File: src/rtl/stream_prefetch.sv
module stream_prefetch #(
  parameter int IDX_W      = 10,
  parameter int ADDR_W     = 32,
  parameter int LINE_BYTES = 64,
  parameter int MAX_DEPTH  = 4,
  parameter int RUN_W      = 16,
  localparam int DEP_W     = $clog2(MAX_DEPTH + 1)
) (
  input  logic              clk,
  input  logic              rst_n,
  input  logic              en,
  input  logic [RUN_W-1:0]  cfg_range,
  input  logic [DEP_W-1:0]  cfg_depth,
  input  logic [ADDR_W-1:0] addr_limit,
  input  logic              req_valid,
  input  logic [1:0]        req_kind,
  input  logic [IDX_W-1:0]  req_index,
  input  logic [ADDR_W-1:0] req_addr,
  output logic              req_ready,
  output logic              pf_valid,
  output logic [ADDR_W-1:0] pf_addr,
  output logic              pf_excl
);
  localparam int PROD_W = RUN_W + DEP_W + 1;
  localparam int EXT_W  = ADDR_W + 1;

  logic [IDX_W-1:0]     last_q [2];
  logic [RUN_W-1:0]     run_q  [2];
  logic [MAX_DEPTH-1:0] mask_q, hit;
  logic [ADDR_W-1:0]    base_q, pf_off;
  logic                 excl_q;

  wire take    = req_valid && req_ready;
  wire tracked = take && !req_kind[1];
  wire sel     = req_kind[0];

  wire [IDX_W-1:0] last_sel = last_q[sel];
  wire [RUN_W-1:0] run_sel  = run_q[sel];
  wire succ = (req_index == IDX_W'(last_sel + 1'b1));
  wire fire = en && succ;

  wire [RUN_W-1:0] run_inc  = (run_sel == {RUN_W{1'b1}}) ? run_sel : run_sel + 1'b1;
  wire [RUN_W-1:0] run_next = fire ? run_inc :
                              (req_index != last_sel) ? '0 : run_sel;

  wire [DEP_W-1:0]  depth_eff = (cfg_depth > DEP_W'(MAX_DEPTH)) ? DEP_W'(MAX_DEPTH) : cfg_depth;
  wire [PROD_W-1:0] run_ext   = PROD_W'(run_next);

  for (genvar k = 0; k < MAX_DEPTH; k++) begin : g_dist
    wire [PROD_W-1:0] lo     = PROD_W'(cfg_range) * PROD_W'(k + 1);
    wire [PROD_W-1:0] hi     = PROD_W'(cfg_range) * PROD_W'(k + 2);
    wire              inner  = (DEP_W'(k + 1) < depth_eff) && run_ext >= lo && run_ext <= hi;
    wire              outer  = (DEP_W'(k + 1) == depth_eff) && run_ext >= lo;
    wire [EXT_W-1:0]  target = {1'b0, req_addr} + EXT_W'((k + 1) * LINE_BYTES);
    wire              in_rng = target < {1'b0, addr_limit};
    assign hit[k] = fire && (inner || outer) && in_rng;
  end

  always_ff @(posedge clk or negedge rst_n) begin
    if (!rst_n) begin
      mask_q <= '0;
      base_q <= '0;
      excl_q <= 1'b0;
      for (int s = 0; s < 2; s++) begin
        last_q[s] <= '0;
        run_q[s]  <= '0;
      end
    end else if (tracked) begin
      mask_q      <= hit;
      base_q      <= req_addr;
      excl_q      <= sel;
      last_q[sel] <= req_index;
      run_q[sel]  <= run_next;
    end else begin
      mask_q <= mask_q & (mask_q - 1'b1);
    end
  end

  always_comb begin
    pf_off = '0;
    for (int k = MAX_DEPTH - 1; k >= 0; k--)
      if (mask_q[k]) pf_off = ADDR_W'((k + 1) * LINE_BYTES);
  end

  assign req_ready = (mask_q == '0);
  assign pf_valid  = !req_ready;
  assign pf_addr   = base_q + pf_off;
  assign pf_excl   = excl_q;


  bound_ok_chk: assert property (@(posedge clk) disable iff (!rst_n)
    pf_valid |-> pf_addr < addr_limit);


  ascending_chk: assert property (@(posedge clk) disable iff (!rst_n)
    pf_valid && $past(pf_valid) |-> pf_addr > $past(pf_addr));


  kind_steady_chk: assert property (@(posedge clk) disable iff (!rst_n)
    pf_valid && $past(pf_valid) |-> $stable(pf_excl));


  quiet_when_off_chk: assert property (@(posedge clk) disable iff (!rst_n)
    req_ready && !en |=> req_ready);


  get_run_step_chk: assert property (@(posedge clk) disable iff (!rst_n)
    run_q[0] != $past(run_q[0]) |-> run_q[0] == '0 || run_q[0] == RUN_W'($past(run_q[0]) + 1'b1));


  getx_run_step_chk: assert property (@(posedge clk) disable iff (!rst_n)
    run_q[1] != $past(run_q[1]) |-> run_q[1] == '0 || run_q[1] == RUN_W'($past(run_q[1]) + 1'b1));
endmodule

File: config.mk
export PLATFORM = sky130hd
export DESIGN_NAME = stream_prefetch
export DESIGN_NICKNAME = d
export VERILOG_FILES = /design/src/rtl/stream_prefetch.sv
export SDC_FILE = /design/constraint.sdc
export NUM_CORES = 1
export LEC_CHECK = 0
export CORE_UTILIZATION = 50
export DETAILED_ROUTE_END_ITERATION = 10
export PLACE_DENSITY = 0.8
export SYNTH_ARGS = -nofsm -noshare
export SYNTH_HDL_FRONTEND = slang
export SYNTH_SLANG_ARGS = --single-unit
File: constraint.sdc
create_clock -name clk -period 6 [get_ports clk]
set_input_delay 0.9 -clock clk [delete_from_list [all_inputs] [get_ports clk]]
set_output_delay 0.9 -clock clk [all_outputs]
set_load 0.05 [all_outputs]
==> results.yml <==
synth:
  yosysUniqueCellTypes: 73
  synth-seq-cells: 89
  synthArstFlopShare_pct: 100
  synth_ff_type: "dfrtp_1"
  synth-edff-count: 0
  synthCells: 1364
  synth_nets: 1655
  yosys_warnings: 0
  synth_area_sq_um: 11300
  synth_area_per_cell_sq_um: 8.30
  seq_area_frac_synth_pct: 19.7
timing:
  rsz0062_at_grt: "false"
  min_period_over_period_pct: 94.7
  setup_viol: 0
  max_slew_margin_pct: 34.4
  worst_slew_pin_slew_ns: 0.982
  min_period_ns: 5.68
  max_freq_mhz: 176
  hold_violations: 0
  slew_viol_final: 0
  finalClockSkew_ns: 0.0114
  finalSetupTns_ns: 0
  setup_ws_ns: 0.316
clock_tree:
  cts_tree: "done"
  ctsHtreeMaxLevel: 3
  cts_root_buffer: "clkbuf_16"
  clock_path_buffers: 2
  cts_sinks: 89
  clk_pin_slew_ns: 0.07
  clk_latency_ns: 0.35
  cts_hold_buf: 0
  numCtsBuffers: 9
final_layout:
  fin_nets: 1769
  instances_no_fill: 1763
  layout.filler_cells: 1960
  area_growth_pct: 17.8
  final_core_util_pct: 60.6
  drive_gt1_share_pct: 8.56
  antenna_cells: 0
die:
  die-width_um: 152
  dieArea_sq_um: 23200
  rows: 54
  dieHeight_um: 152
  io_pins: 134
  core-area_sq_um: 22000
  start_util_pct: 51.4
drt:
  wl_per_cell_um: 17.9
  viasPerCell: 5.93
  dr_total_vias: 10400
  first_pass_iters: 7
  drt_iter0_markers: 664
  postRouteAntennaNets: 0
  drc: 0
  drt-total-wl_um: 31600
setup_path:
  crit_arrival_ns: 5.94
  cp-start-kind: "input pin"
  path_class: "in2reg"
  critical_path_required_ns: 6.25
  end_kind: "flip-flop"
  worstPathMaxFanout: 22
  ff2ff_setup_slack_ns: 0.66
placement:
  port_buffers: 133
  dpl.cell_count: 1747
  place_congestion: 0.963
  dp_slack_ns: -0.0498
  hpwl_um: 25400
global_routing:
  grt_usage_pct: 27.5
  grt_pass1_vias: 10300
  grt_max_degree: 54
  antenna_found_initial: 0
  grt-ovfl-total: 0
  grt_pass1_wl_um: 52000
flow_run:
  cap_violations: 0
status:
  outcome: "finished, final reports clean"
power:
  leakage_nw: 6.35
  fin_total_pwr_w: 0.00223
  ir_drop_uv: 131
  p_per_area_nw_per_um2: 167
worst_hold_path:
  min_path_type: "reg2reg"
-- registers in the layout, indices dropped and copies added, names as in the netlist --
| name | count |
|---|---|
| mask_q | 4 |
| last_q | 20 |
| pf_excl | 1 |
| run_q | 32 |
| base_q | 32 |
-- final timing paths --
kind | start | endpoint | depth (start not counted)
worst max-delay path | req_kind[0] | mask_q[2] | 19
worst min-delay path | base_q[5] | base_q[5] | 2
worst max register to register | last_q[0] | mask_q[2] | 18
worst min register to register | base_q[5] | base_q[5] | 2
max in group asynchronous | rst_n | base_q[2] | 2
min in group asynchronous | rst_n | run_q[30] | 1
-- worst max-delay path, stage by stage --
cell     delay (ns)
buf_2          0.13
buf_4          0.31
mux2i_1        0.41
xnor2_2        0.17
xnor2_1        0.09
or4_1          0.51
or4_4          0.56
buf_4          0.24
nor2b_1        0.16
nand2_1        0.08
mux2_2         0.29
nor2_1         0.31
ha_1           0.23
nand2_1        0.11
nor4_2         0.33
nand2_1        0.14
or4_1          0.59
nor2b_1        0.16
o31ai_1        0.24
-- cell families (layout without fill, tap and decap cells) --
| family | count (synthesis) | count (layout) | share of synthesized area, % |
|---|---|---|---|
| multiplexers | 77 | 77 | 7.56 |
| AO/OA/AOI/OAI | 230 | 230 | 13.2 |
| flip-flops | 89 | 89 | 19.7 |
| buffers and inverters | 129 | 248 | 4.92 |
| adder cells (fa/ha/maj) | 193 | 193 | 21.4 |
| XOR/XNOR | 152 | 152 | 11.8 |
| AND/OR/NAND/NOR | 494 | 494 | 21.4 |
-- repair_timing --
action / in CTS / in global routing
setup buffers: 0 / 0
setup endpoints to repair: 0 / 4
gates resized for setup: 0 / 4
-- cells in the mapped netlist (all sizes together) (21+ instances only) --
cell / count / share of area (%)
clkbuf: 41 / 1.4
mux2i: 25 / 2.3
xor2: 53 / 4.1
mux2: 52 / 5.2
xnor2: 99 / 7.7
nand2: 210 / 7.0
and3: 24 / 1.3
a21oi: 65 / 2.9
nand3: 39 / 1.7
nor2: 66 / 2.2
a21o: 35 / 2.3
nor2b: 24 / 1.3
nand4: 43 / 2.5
inv: 67 / 2.2
ha: 190 / 21
dfrtp: 89 / 20
nor3: 21 / 0.93
o21ai: 59 / 2.6
-- per-layer routing --
| metal | global-route usage (%) | routed length, um | vias to the layer above |
|---|---|---|---|
| li1 | - | - | 5083 |
| met1 | 34.6 | 13700 | 4967 |
| met2 | 48.0 | 15300 | 320 |
| met3 | 3.41 | 1520 | 76 |
| met4 | 10.3 | 1070 | 0 |
| met5 | 0 | 0 | - |
-- cell type report --
cell class / count / area (sq um) / share of cell area (%)
sequential: 89 / 2230 / 16.7
multi-input combinational: 1146 / 8590 / 64.4
timing repair buffer: 164 / 1560 / 11.7
clock inverter: 6 / 113 / 0.844
clock buffer: 10 / 239 / 1.79
inverter: 68 / 255 / 1.91
tap: 280 / 350 / 2.63
-- cells in the final DEF, fill, tap and decap left out, types with 4 or more instances in the layout --
cell,instances
nand2_1,210
ha_1,190
clkdlybuf4s50_1,131
xnor2_1,98
dfrtp_1,89
inv_1,66
a21oi_1,65
nor2_1,64
o21ai_0,59
xor2_1,53
mux2_2,50
nand4_1,42
nand3_1,39
a21o_1,35
buf_4,31
and3_1,24
nor2b_1,23
mux2i_1,21
nor3_1,21
a211oi_1,11
nor4_1,11
and4_1,9
clkbuf_16,9
nand2b_1,8
o211ai_1,7
nand4b_1,6
or3_1,6
nand3b_1,6
o31ai_1,5
and2_1,4
a221oi_1,4
or4_1,4
-- power by group --
part           total [W]  internal, W  leakage (nW)  switching (W)
sequential      0.000716     0.000658          1.14      0.0000578
clock           0.000671     0.000421         0.173       0.000250
combinational   0.000840     0.000357          5.04       0.000483
-- stage by stage --
stage / cell area, sq um / hold slack [ns]
3_3_place_gp: 13000 / 0.459
6_report: 13300 / 0.484
3_5_place_dp: 13000 / 0.468
4_1_cts: 13300 / 0.484
2_1_floorplan: 11400 / 0.447
5_1_grt: 13300 / 0.505
No activity file was read; power rests on OpenSTA's default activity.
